<file path="src/rtl/stguard_pkg.sv">
package stguard_pkg;
    typedef enum logic [1:0] {
        SR_IDLE,
        SR_ARMED,
        SR_BURN
    } sr_state_e;

    localparam int STAT_W   = 8;
    localparam int BIT_WPEN = 7;
    localparam int BIT_BP1  = 3;
    localparam int BIT_BP0  = 2;
    localparam int BIT_WE   = 1;
    localparam int BIT_BUSY = 0;

    localparam logic [1:0] LVL_NONE    = 2'b00;
    localparam logic [1:0] LVL_QUARTER = 2'b01;
    localparam logic [1:0] LVL_HALF    = 2'b10;
    localparam logic [1:0] LVL_ALL     = 2'b11;
endpackage

</file>
<file path="src/rtl/stg_lock_map.sv">
module stg_lock_map #(
    parameter int ADDR_W = 17
) (
    input  logic [1:0]        level,
    input  logic [ADDR_W-1:0] addr,
    output logic              locked
);
    import stguard_pkg::*;

    localparam int TOP = ADDR_W - 1;

    always_comb begin
        unique case (level)
            LVL_NONE:    locked = 1'b0;
            LVL_QUARTER: locked = addr[TOP] & addr[TOP-1];
            LVL_HALF:    locked = addr[TOP];
            LVL_ALL:     locked = 1'b1;
            default:     locked = 1'b1;
        endcase
    end
endmodule

</file>
<file path="src/rtl/stg_wel.sv">
module stg_wel (
    input  logic clk,
    input  logic rst_n,
    input  logic set_req,
    input  logic clr_req,
    input  logic busy,
    input  logic auto_clr,
    output logic we
);
    logic we_q;

    always_ff @(posedge clk or negedge rst_n) begin
        if (!rst_n) begin
            we_q <= 1'b0;
        end else if (auto_clr) begin
            we_q <= 1'b0;
        end else if (!busy) begin
            if (clr_req)      we_q <= 1'b0;
            else if (set_req) we_q <= 1'b1;
        end
    end

    assign we = we_q;

    AST_WE_AUTO_CLEAR: assert property (@(posedge clk) disable iff (!rst_n)
        auto_clr |=> !we_q);
    AST_WE_FROZEN_BUSY: assert property (@(posedge clk) disable iff (!rst_n)
        (busy && !auto_clr) |=> $stable(we_q));
endmodule

</file>
<file path="src/rtl/stg_sr_fsm.sv">
module stg_sr_fsm #(
    parameter int SR_CYCLES = 1000
) (
    input  logic       clk,
    input  logic       rst_n,
    input  logic       cs_n,
    input  logic       wp_n,
    input  logic       wrsr_req,
    input  logic [7:0] wrsr_data,
    input  logic       we,
    input  logic       ext_busy,
    output logic [1:0] bp,
    output logic       wpen,
    output logic       hw_prot,
    output logic       burning,
    output logic       commit
);
    import stguard_pkg::*;

    localparam int CNT_W = $clog2(SR_CYCLES + 1);
    localparam logic [CNT_W-1:0] CNT_LAST = CNT_W'(SR_CYCLES - 1);

    sr_state_e        state_q, state_d;
    logic [CNT_W-1:0] cnt_q;
    logic [2:0]       shadow_q;
    logic [1:0]       bp_q;
    logic             wpen_q;
    logic             accept, launch, cancel, done;

    assign hw_prot = !wp_n && wpen_q;
    assign accept  = (state_q == SR_IDLE) && wrsr_req && we && !ext_busy && !hw_prot;
    assign cancel  = (state_q == SR_ARMED) && !cs_n && hw_prot;
    assign launch  = (state_q == SR_ARMED) && cs_n;
    assign done    = (state_q == SR_BURN) && (cnt_q == CNT_LAST);

    always_comb begin
        state_d = state_q;
        unique case (state_q)
            SR_IDLE:  if (accept) state_d = SR_ARMED;
            SR_ARMED: begin
                if (cancel)      state_d = SR_IDLE;
                else if (launch) state_d = SR_BURN;
            end
            SR_BURN:  if (done) state_d = SR_IDLE;
            default:  state_d = SR_IDLE;
        endcase
    end

    always_ff @(posedge clk or negedge rst_n) begin
        if (!rst_n) begin
            state_q  <= SR_IDLE;
            cnt_q    <= '0;
            shadow_q <= '0;
            bp_q     <= LVL_NONE;
            wpen_q   <= 1'b0;
        end else begin
            state_q <= state_d;
            if (accept) begin
                shadow_q <= {wrsr_data[BIT_WPEN], wrsr_data[BIT_BP1], wrsr_data[BIT_BP0]};
            end
            if (state_q == SR_BURN) cnt_q <= done ? '0 : cnt_q + 1'b1;
            else                    cnt_q <= '0;
            if (done) begin
                wpen_q <= shadow_q[2];
                bp_q   <= shadow_q[1:0];
            end
        end
    end

    always_comb begin
        bp      = bp_q;
        wpen    = wpen_q;
        burning = (state_q == SR_BURN);
        commit  = done;
    end

    AST_HW_BLOCKS_ACCEPT: assert property (@(posedge clk) disable iff (!rst_n)
        (state_q == SR_IDLE && hw_prot) |=> (state_q != SR_ARMED));
    AST_NEEDS_WE: assert property (@(posedge clk) disable iff (!rst_n)
        (state_q == SR_IDLE && !we) |=> (state_q != SR_ARMED));
    AST_CANCEL_TO_IDLE: assert property (@(posedge clk) disable iff (!rst_n)
        (state_q == SR_ARMED && !cs_n && hw_prot) |=> (state_q == SR_IDLE));
    AST_BITS_ONLY_ON_COMMIT: assert property (@(posedge clk) disable iff (!rst_n)
        !done |=> ($stable(bp_q) && $stable(wpen_q)));
    AST_CNT_IN_RANGE: assert property (@(posedge clk) disable iff (!rst_n)
        (state_q == SR_BURN) |-> (cnt_q <= CNT_LAST));
endmodule

</file>
<file path="src/rtl/flash_status_guard.sv">
module flash_status_guard #(
    parameter int ADDR_W    = 17,
    parameter int SR_CYCLES = 1000
) (
    input  logic              clk,
    input  logic              rst_n,
    input  logic              cs_n,
    input  logic              wp_n,
    input  logic              cmd_set_we,
    input  logic              cmd_clr_we,
    input  logic              cmd_wrsr,
    input  logic [7:0]        wrsr_data,
    input  logic              arr_busy,
    input  logic              arr_done,
    input  logic [ADDR_W-1:0] arr_addr,
    output logic [7:0]        status_byte,
    output logic              arr_permit,
    output logic              sr_permit
);
    import stguard_pkg::*;

    logic       we, hw_prot, burning, commit, locked, wpen, any_busy;
    logic [1:0] bp;

    assign any_busy = burning | arr_busy;

    stg_wel u_wel (
        .clk      (clk),
        .rst_n    (rst_n),
        .set_req  (cmd_set_we),
        .clr_req  (cmd_clr_we),
        .busy     (any_busy),
        .auto_clr (commit | arr_done),
        .we       (we)
    );

    stg_sr_fsm #(.SR_CYCLES(SR_CYCLES)) u_fsm (
        .clk       (clk),
        .rst_n     (rst_n),
        .cs_n      (cs_n),
        .wp_n      (wp_n),
        .wrsr_req  (cmd_wrsr),
        .wrsr_data (wrsr_data),
        .we        (we),
        .ext_busy  (arr_busy),
        .bp        (bp),
        .wpen      (wpen),
        .hw_prot   (hw_prot),
        .burning   (burning),
        .commit    (commit)
    );

    stg_lock_map #(.ADDR_W(ADDR_W)) u_map (
        .level  (bp),
        .addr   (arr_addr),
        .locked (locked)
    );

    always_comb begin
        if (any_busy) begin
            status_byte = '1;
        end else begin
            status_byte           = '0;
            status_byte[BIT_WPEN] = wpen;
            status_byte[BIT_BP1]  = bp[1];
            status_byte[BIT_BP0]  = bp[0];
            status_byte[BIT_WE]   = we;
        end
        arr_permit = we && !any_busy && !locked;
        sr_permit  = we && !any_busy && !hw_prot;
    end

    AST_BUSY_NO_PERMIT: assert property (@(posedge clk) disable iff (!rst_n)
        status_byte[BIT_BUSY] |-> (!arr_permit && !sr_permit));
    AST_PERMIT_NEEDS_WE: assert property (@(posedge clk) disable iff (!rst_n)
        arr_permit |-> we);
    AST_FULL_LOCK: assert property (@(posedge clk) disable iff (!rst_n)
        arr_permit |-> (bp != LVL_ALL));
    AST_SR_PERMIT_HW: assert property (@(posedge clk) disable iff (!rst_n)
        (!wp_n && wpen) |-> !sr_permit);
endmodule

</file>
<file path="config.mk">
export PLATFORM = sky130hd
export DESIGN_NAME = flash_status_guard
export DESIGN_NICKNAME = d
export VERILOG_FILES = /design/src/rtl/stguard_pkg.sv /design/src/rtl/stg_lock_map.sv /design/src/rtl/stg_wel.sv /design/src/rtl/stg_sr_fsm.sv /design/src/rtl/flash_status_guard.sv
export SDC_FILE = /design/constraint.sdc
export NUM_CORES = 1
export LEC_CHECK = 0
export ABC_CLOCK_PERIOD_IN_PS = 4000
export CAP_MARGIN = 10
export CORE_MARGIN = 8
export CORE_UTILIZATION = 44
export CTS_CLUSTER_SIZE = 24
export DETAILED_ROUTE_END_ITERATION = 10
export HOLD_SLACK_MARGIN = 0.03
export PLACE_DENSITY_LB_ADDON = 0.1
export RECOVER_POWER = 50
export SKIP_CTS_REPAIR_TIMING = 1
export SYNTH_ARGS = -nofsm -noshare
export SYNTH_HDL_FRONTEND = slang
export SYNTH_SLANG_ARGS = --single-unit
</file>
<file path="constraint.sdc">
create_clock -name clk -period 4 [get_ports clk]
set_input_delay 0.6 -clock clk [delete_from_list [all_inputs] [get_ports clk]]
set_output_delay 0.6 -clock clk [all_outputs]
set_load 0.005 [all_outputs]
</file>
# == Yosys cells after proc, flatten, opt, wreduce, memory -nomap -nowiden ==
# Cells that the tools add are included.
# totals
input_bits,34
output_inout_bits,10
register_bits,19
# classes
addsub,1
n_reduce_logical,23
muxes,13
bitwise,3
n_eq_ne,10
# ops
operator,count
10-bit 2-to-1 mux,2
1-bit logical AND,12
"10-bit by 1-bit adder with 10-bit output, second input constant",1
"10-bit == test, second input constant",1
2-bit 2-to-1 mux,4
8-bit 2-to-1 mux,1
"2-bit == test, second input constant",3
1-bit zero test,6
2-bit case mux with 3 select lines,1
"2-bit by 1-bit == test with 1-bit output, second input constant",2
2-bit zero test,2
1-bit 2-to-1 mux,4
"2-bit by 1-bit inequality test with 1-bit output, second input constant",2
1-bit case mux with 4 select lines,1
"3-bit by 1-bit inequality test with 1-bit output, second input constant",1
3-bit AND reduction,1
3-bit nonzero test,1
"2-bit inequality test, second input constant",1
1-bit bitwise OR,2
2-bit AND reduction,1
1-bit bitwise AND,1

# == Logic depth before layout (Yosys ltp) ==
# Gate-level depths: netlist (run 1).
# logic_depth
ltp_word,7
ltp_mapped,4

# == Hierarchy ==
# A second synthesis (run 1) with hierarchy kept.
# hier_totals
hier_cells,95
area_unflattened_um2,984.7
# by_module_without_submodules
module,instances,cells_each,area_per_inst_um2
stg_sr_fsm,1,75,832.0
flash_status_guard,1,12,85.1
stg_wel,1,5,53.8
stg_lock_map,1,3,13.8

# == Least setup slack after synthesis (run 1) ==
# OpenSTA, ideal clock, no wires.
# synth_timing
path_kind,input port to flip-flop
start,input arr_busy
end,register u_fsm.shadow_q[0]
setup_slack_ps,2393
arrival_ps,1483
required_ps,3875
path_buffers,0
cell_stages,3
cell_sequence,nand4bb_1 nor3b_1 mux2_2
# synth_via
elab_chain_cells,3
# synth_lines
element,line_no,text
"start, declared",flash_status_guard.sv:13,"input logic arr_busy,"
1-bit zero test,stg_sr_fsm.sv:31,assign accept = (state_q == SR_IDLE) && wrsr_req && we && !ext_busy && !hw_prot;
1-bit logical AND (2 in series),stg_sr_fsm.sv:31,
"end signal, assigned",stg_sr_fsm.sv:59,"shadow_q <= {wrsr_data[BIT_WPEN], wrsr_data[BIT_BP1], wrsr_data[BIT_BP0]};"
"end, declared",stg_sr_fsm.sv:25,logic [2:0] shadow_q;
# No other way between the ends.
# A chain may end at the register's enable or synchronous reset.

# == Final worst setup path (run 1) ==
# layout_timing
start,input arr_busy
end,output arr_permit
# layout_via
elab_chain_cells,4
# layout_lines
element,line_no,text
1-bit bitwise OR,flash_status_guard.sv:25,assign any_busy = burning | arr_busy;
1-bit zero test,--,
1-bit logical AND (2 in series),flash_status_guard.sv:69,arr_permit = we && !any_busy && !locked;
"end, declared",flash_status_guard.sv:17,"output logic arr_permit,"
# No other way between the ends.

==> out/summary.json, run 1 <==
{
  "floorplanning": {
    "design.core.area_um2": 2150,
    "initial_utilization_pct": 45.3,
    "die_y_um": 63.0,
    "number_of_rows_created_at_floorplan": 17,
    "die_w_um": 63.0,
    "io_pins": 44,
    "floorplan.die_area_um2": 3970
  },
  "synthesis": {
    "post_synth_instance_area_um2": 972,
    "ys_types": 29,
    "mean_area_per_synthesized_cell_um2": 10.9,
    "synth_edf_count": 0,
    "yosys_register_bits": 19,
    "yosys_warnings": 0,
    "synthCells": 89,
    "postSynth.topFlopCell": "sky130_fd_sc_hd__dfrtp_1",
    "synth-seq-area-share_pct": 48.9,
    "async_flop_share_pct": 100,
    "syn-num-nets": 124
  },
  "clock_tree": {
    "clk_latency_ps": 300,
    "cts-root-to-sink-buffers": 2,
    "cts.htree.levels": 1,
    "numCtsBuffers": 3,
    "cts_root_buffer": "sky130_fd_sc_hd__clkbuf_4",
    "clk_transition_reported_paths_ps": 100,
    "cts_tree": "yes",
    "cts_sinks": 19
  },
  "worst_setup_path": {
    "worst_setup_path_end_kind": "primary output",
    "required_ps": 3400,
    "crit_chain": "dlygate4sd3_1 > nor2_1 > and4_1 > clkdlybuf4s50_1",
    "crit_path_max_fanout": 7,
    "cp_slowest_stage_delay_ps": 630,
    "worst_path_max_delay_cell": "sky130_fd_sc_hd__dlygate4sd3_1",
    "worst-endpoint-arrival_ps": 2180,
    "critPathLaunchType": "input pin",
    "crit_type": "input pin to primary output"
  },
  "final_layout": {
    "nets": 148,
    "most-common-layout-cells": "sky130_fd_sc_hd__clkdlybuf4s50_1, sky130_fd_sc_hd__dfrtp_1, sky130_fd_sc_hd__or3_1, sky130_fd_sc_hd__nor2_1, sky130_fd_sc_hd__mux2_2",
    "antennaDiodeCount": 0,
    "layout_overhead_on_the_synthesized_area_pct": 26.9,
    "mostFrequentLayoutCell": "sky130_fd_sc_hd__clkdlybuf4s50_1",
    "end_of_flow_core_utilization_pct": 57.4,
    "drive_above_1_share_pct": 10.7,
    "design_area_um2": 1230
  },
  "timing": {
    "grt_setup_unrepaired": "no",
    "hold_violations": 0,
    "worst_pin_slew_ps": 857,
    "timing.slew.headroom_pct": 42.7,
    "timing.final.max_slew_violations": 0,
    "fin_crit_sh_pct": 69.4,
    "fmaxAchievable_ghz": 0.360,
    "setup-violations-final": 0,
    "fin_worst_hold_slack_ps": 463,
    "finalSetupTns_ps": 0,
    "final_period_minus_worst_setup_slack_ps": 2780,
    "final.setup_skew_ps": 6.81
  },
  "grt": {
    "grt_antenna_before_repair": 0,
    "grt_remaining_overflow": 0,
    "first_global_vias": 782,
    "grt_first_pass_wirelength_um": 3690,
    "grt_start_max_net_pins": 20,
    "grt_use_total_pct": 11.2
  },
  "placed_design": {
    "dpl-instance-area_um2": 1210,
    "io_buffer_count": 23,
    "dpl.hpwl_um": 1530,
    "place_congestion": 0.776
  },
  "drt": {
    "drc": 0,
    "drt_wl_total_um": 2060,
    "drt_iter0_drc": 28,
    "postRouteAntennaNets": 0,
    "dr_total_vias": 752,
    "avgRoutedWirePerCell_um": 14.7,
    "dr.pass1.iters": 4,
    "viasPerCell": 5.37
  },
  "power_and_ir_drop": {
    "irDropWorstVdd_mv": 0.222,
    "pwrdens_nw_per_um2": 406,
    "power_leakage_nw": 0.523,
    "finalPower_uw": 501
  },
  "worst_hold_path": {
    "hold_path_class": "flop to flop"
  },
  "run_status": {
    "status": "completed"
  },
  "run": {
    "drv.max_cap_violation_count": 0
  }
}
[registers in the layout, summed over array words and instances, names as in the netlist]
name	cells
u_fsm.cnt_q	10
u_fsm.shadow_q	3
u_fsm.bp	2
u_fsm.state_q	2
u_fsm.wpen	1
u_wel.we	1
[per-layer routing]
layer | global-route usage (%) | vias up | wire length, µm
met5 | 0 | - | 0
met4 | 4.27 | 0 | 31
met3 | 3.41 | 4 | 85
met2 | 18.3 | 11 | 988
met1 | 13.3 | 369 | 950
li1 | - | 368 | -
[layout make-up]
type | instances | area (µm²)
well taps | 28 | 35.0
fillers | 197 | 915
repair buffers | 23 | 230
inverters | 5 | 18.8
flip-flops and latches | 19 | 475
clock buffers | 4 | 26.3
multi-input cells | 61 | 448
[where the power goes]
part	internal, mW	switching [mW]	leakage (nW)
combinational	0.0881	0.0707	0.249
clock	0.0388	0.0591	0.0150
sequential	0.223	0.0213	0.259
[cells in the mapped netlist (2+ instances only)]
cell	number	area share [%]
sky130_fd_sc_hd__dfrtp_1	19	49
sky130_fd_sc_hd__mux2_2	6	6.9
sky130_fd_sc_hd__nor2_1	6	2.3
sky130_fd_sc_hd__or3_1	6	3.9
sky130_fd_sc_hd__inv_1	5	1.9
sky130_fd_sc_hd__nand2_1	5	1.9
sky130_fd_sc_hd__a21oi_1	4	2.1
sky130_fd_sc_hd__buf_4	4	3.1
sky130_fd_sc_hd__nand3_1	4	2.1
sky130_fd_sc_hd__o21ai_0	4	2.1
sky130_fd_sc_hd__or4_1	3	2.3
sky130_fd_sc_hd__a31oi_1	2	1.3
sky130_fd_sc_hd__nand2b_1	2	1.3
sky130_fd_sc_hd__nand4bb_1	2	2.3
sky130_fd_sc_hd__o31ai_1	2	1.5
sky130_fd_sc_hd__xor2_1	2	1.8
[final timing paths]
check	cells after the start	endpoint	start	slack, ps
worst max register to register	4	u_fsm.bp[0]	u_fsm.cnt_q[0]	2220
max in group asynchronous	1	u_fsm.cnt_q[0]	rst_n	2620
worst min register to register	1	u_fsm.cnt_q[0]	u_fsm.cnt_q[0]	460
min in group asynchronous	1	u_fsm.cnt_q[6]	rst_n	840
worst min-delay path	1	u_fsm.cnt_q[0]	u_fsm.cnt_q[0]	460
worst max-delay path	4	arr_permit	arr_busy	1220
[metrics by stage]
step,worst slack [ps],instances
2_1_floorplan,2390,89
3_3_place_gp,1320,136
3_5_place_dp,1320,136
4_1_cts,1320,140
5_1_grt,1170,140
6_report,1220,140
[logic make-up (layout without fill, tap and decap cells)]
family	after synthesis	in the layout	synth area share (%)
simple gates	36	36	25.2
flops	19	19	48.9
compound gates	15	15	9.91
buf+inv	9	32	5.02
mux	6	6	6.95
xor+xnor	3	3	2.70
fa+ha+maj	1	1	1.29
[critical path: cells and delay by family]
family | cells | cell delay [ps]
buffers and inverters | 2 | 1130
AND/OR/NAND/NOR | 2 | 450
Power figures use the tool's default switching activity.
==> inputs of run 2 (changes only) <==
--- a/config.mk
+++ b/config.mk
@@ -5,10 +5,11 @@
 export SDC_FILE = /design/constraint.sdc
 export NUM_CORES = 1
 export LEC_CHECK = 0
-export ABC_CLOCK_PERIOD_IN_PS = 4000
+export ABC_CLOCK_PERIOD_IN_PS = 2800
 export CAP_MARGIN = 10
+export CORE_ASPECT_RATIO = 1.75
 export CORE_MARGIN = 8
-export CORE_UTILIZATION = 44
+export CORE_UTILIZATION = 40
 export CTS_CLUSTER_SIZE = 24
 export DETAILED_ROUTE_END_ITERATION = 10
 export HOLD_SLACK_MARGIN = 0.03
==> constraint.sdc (replaced) <==
create_clock -name clk -period 2.8 [get_ports clk]
set_input_delay 0.42 -clock clk [delete_from_list [all_inputs] [get_ports clk]]
set_output_delay 0.42 -clock clk [all_outputs]
set_load 0.005 [all_outputs]
==> run 2 against run 1 <==
  * Critical path depth did not move
  * Core utilization is 3.8 points lower
  * Sequential power grew 42%
  * Die area increased by 9.0%
  * Worst setup slack got worse by 880 ps
  * Total power rose by 52%
  * Worst hold slack improved by 2.3 ps
  * Flip-flop and latch count did not move
  * Design area up 0.10%
  * Largest cell class unchanged
==> out/summary.json, run 2 (same netlist as run 1, synthesis figures left out) <==
{
  "run_status": {
    "status": "completed"
  },
  "worst_setup_path": {
    "cp_slowest_stage_delay": {"value": 630, "unit": "ps", "change": "about the same"},
    "required": {"value": 2380, "unit": "ps", "change": "-1020 ps"},
    "crit_chain": "dlygate4sd3_1 > nor2_1 > and4_1 > clkdlybuf4s50_1",
    "crit_path_max_fanout": {"value": 7, "change": "unchanged"},
    "worst_path_max_delay_cell": "sky130_fd_sc_hd__dlygate4sd3_1",
    "worst-endpoint-arrival": {"value": 2040, "unit": "ps", "change": "-140 ps"},
    "worst_setup_path_end_kind": "primary output",
    "critPathLaunchType": "input pin",
    "crit_type": "input pin to primary output"
  },
  "drt": {
    "drt_wl_total": {"value": 2100, "unit": "µm", "change": "+2.1%"},
    "drc": {"value": 0, "change": "unchanged"},
    "drt_iter0_drc": {"value": 5, "change": "-82%"},
    "dr.pass1.iters": {"value": 2, "change": "-2"},
    "postRouteAntennaNets": {"value": 0, "change": "unchanged"},
    "viasPerCell": {"value": 5.46, "change": "+1.6%"},
    "dr_total_vias": {"value": 748, "change": "-0.53%"},
    "avgRoutedWirePerCell": {"value": 15.3, "unit": "µm", "change": "+4.4%"}
  },
  "power_and_ir_drop": {
    "pwrdens": {"value": 616, "unit": "nW/µm²", "change": "+52%"},
    "power_leakage": {"value": 0.522, "unit": "nW", "change": "-0.25%"},
    "finalPower": {"value": 760, "unit": "µW", "change": "+52%"},
    "irDropWorstVdd": {"value": 0.380, "unit": "mV", "change": "+71%"}
  },
  "final_layout": {
    "layout_overhead_on_the_synthesized_area_pct": 27.0,
    "mostFrequentLayoutCell": "sky130_fd_sc_hd__clkdlybuf4s50_1",
    "largest_reg_flops": {"value": 10, "change": "unchanged"},
    "filler_cell_count": {"value": 215, "change": "+9.1%"},
    "antennaDiodeCount": {"value": 0, "change": "unchanged"},
    "sequential_cell_area": {"value": 475, "unit": "µm²", "change": "unchanged"},
    "most-common-layout-cells": "sky130_fd_sc_hd__clkdlybuf4s50_1, sky130_fd_sc_hd__dfrtp_1, sky130_fd_sc_hd__or3_1, sky130_fd_sc_hd__nor2_1, sky130_fd_sc_hd__mux2_2",
    "top_registers": "u_fsm.cnt_q (10), u_fsm.shadow_q (3)",
    "nets": {"value": 148, "change": "unchanged"},
    "drive_above_1_share": {"value": 10.7, "unit": "%", "change": "unchanged"},
    "max_flop_register": "u_fsm.cnt_q",
    "multi_input_comb_area": {"value": 433, "unit": "µm²", "change": "-3.4%"}
  },
  "timing": {
    "grt_setup_unrepaired": "no",
    "final.setup_skew": {"value": 0.853, "unit": "ps", "change": "-5.96 ps"},
    "fin_crit_sh_pct": 87.9,
    "worst_pin_slew": {"value": 838, "unit": "ps", "change": "-19.0 ps"},
    "finalWorstSetupSlack": {"value": 340, "unit": "ps", "change": "-882 ps"},
    "fmaxAchievable_ghz": 0.406,
    "timing.final.max_slew_violations": {"value": 0, "change": "unchanged"},
    "timing.slew.headroom": {"value": 43.9, "unit": "%", "change": "+1.3 points"},
    "final_period_minus_worst_setup_slack_ps": 2460,
    "hold_violations": {"value": 0, "change": "unchanged"},
    "finalSetupTns": {"value": 0, "unit": "ps", "change": "unchanged"},
    "setup-violations-final": {"value": 0, "change": "unchanged"}
  },
  "grt": {
    "first_global_vias": {"value": 763, "change": "-2.4%"},
    "grt_first_pass_wirelength": {"value": 3440, "unit": "µm", "change": "-6.9%"},
    "grt_remaining_overflow": {"value": 0, "change": "unchanged"},
    "grt_antenna_before_repair": {"value": 0, "change": "unchanged"},
    "grt_start_max_net_pins": {"value": 20, "change": "unchanged"},
    "grt_use_total": {"value": 10.5, "unit": "%", "change": "-0.72 points"}
  },
  "clock_tree": {
    "cts_root_buffer": "sky130_fd_sc_hd__clkbuf_8",
    "clk_transition_reported_paths": {"value": 70, "unit": "ps", "change": "-30 ps"},
    "cts_sinks": {"value": 19, "change": "unchanged"},
    "cts_tree": "yes",
    "cts.htree.levels": {"value": 1, "change": "unchanged"},
    "cts-root-to-sink-buffers": {"value": 2, "change": "unchanged"},
    "numCtsBuffers": {"value": 3, "change": "unchanged"},
    "clk_latency": {"value": 250, "unit": "ps", "change": "-50 ps"}
  },
  "worst_hold_path": {
    "hold_path_class": "flop to flop"
  },
  "floorplanning": {
    "io_pins": {"value": 44, "change": "unchanged"},
    "die_w": {"value": 53.3, "unit": "µm", "change": "-15%"},
    "initial_utilization": {"value": 42.2, "unit": "%", "change": "-3.0 points"},
    "design.core.area": {"value": 2300, "unit": "µm²", "change": "+7.2%"},
    "floorplan.die_area": {"value": 4330, "unit": "µm²", "change": "+9.0%"},
    "die_y": {"value": 81.2, "unit": "µm", "change": "+29%"},
    "number_of_rows_created_at_floorplan": {"value": 23, "change": "+6"}
  },
  "placed_design": {
    "place_congestion": {"value": 0.748, "change": "-3.6%"},
    "dp_worst_setup_slack": {"value": 441, "unit": "ps", "change": "-874 ps"},
    "dpl.hpwl": {"value": 1660, "unit": "µm", "change": "+8.7%"},
    "io_buffer_count": {"value": 23, "change": "unchanged"}
  },
  "run": {
    "drv.max_cap_violation_count": {"value": 0, "change": "unchanged"}
  }
}
-- run 2: cell count changes in the layout (fill, tap and decap cells not counted) --
cell	before	now
sky130_fd_sc_hd__clkbuf_1	1	0
sky130_fd_sc_hd__clkbuf_4	3	0
sky130_fd_sc_hd__clkbuf_8	0	3
sky130_fd_sc_hd__clkinv_2	0	1
sky130_fd_sc_hd__nor4_1	0	1
sky130_fd_sc_hd__nor4_4	1	0
-- run 2: area by class of cell --
type	count	share of cell area, %
clock buffers	3	3.34
clock inverters	1	0.405
inverters	5	1.52
multi-input cells	61	35.1
flip-flops and latches	19	38.5
well taps	25	2.53
repair buffers	23	18.6
-- run 2: path summary, 6_finish.rpt --
kind / start / cells past startpoint / end / slack [ps]
min in group asynchronous: rst_n / 1 / u_fsm.state_q[0] / 710
max in group asynchronous: rst_n / 1 / u_fsm.cnt_q[9] / 1570
worst min-delay path: u_fsm.cnt_q[0] / 1 / u_fsm.cnt_q[0] / 470
worst max register to register: u_fsm.cnt_q[0] / 4 / u_fsm.bp[1] / 780
worst max-delay path: arr_busy / 4 / arr_permit / 340
worst min register to register: u_fsm.cnt_q[0] / 1 / u_fsm.cnt_q[0] / 470
-- run 2: metrics by stage --
step           cell area, µm²  utilization (%)  hold slack, ps  instances
2_1_floorplan             972                -             124         89
3_3_place_gp             1200             52.3             445        133
3_5_place_dp             1200             52.3             460        133
4_1_cts                  1250             54.3             469        137
5_1_grt                  1230             53.6             492        137
6_report                 1230             53.6             465        137
-- run 2: per-layer routing --
metal / routed length [µm] / track usage (%) / vias to the layer above
met5: 0 / 0 / -
met4: 25 / 5.08 / 0
met3: 190 / 3.29 / 2
met2: 1090 / 19.1 / 20
met1: 794 / 9.98 / 362
li1: - / - / 364
-- run 2: power by group --
group / total, mW / leakage [nW] / switching, mW / internal (mW)
registers: 0.349 / 0.259 / 0.0299 / 0.320
logic: 0.226 / 0.237 / 0.0999 / 0.126
clock network: 0.185 / 0.0255 / 0.0859 / 0.0987
total: 0.760 / 0.522 / 0.216 / 0.545
-- run 2: worst max-delay path: cells and delay by family --
family | cells | cell delay [ps]
buffers and inverters | 2 | 1130
AND/OR/NAND/NOR | 2 | 490
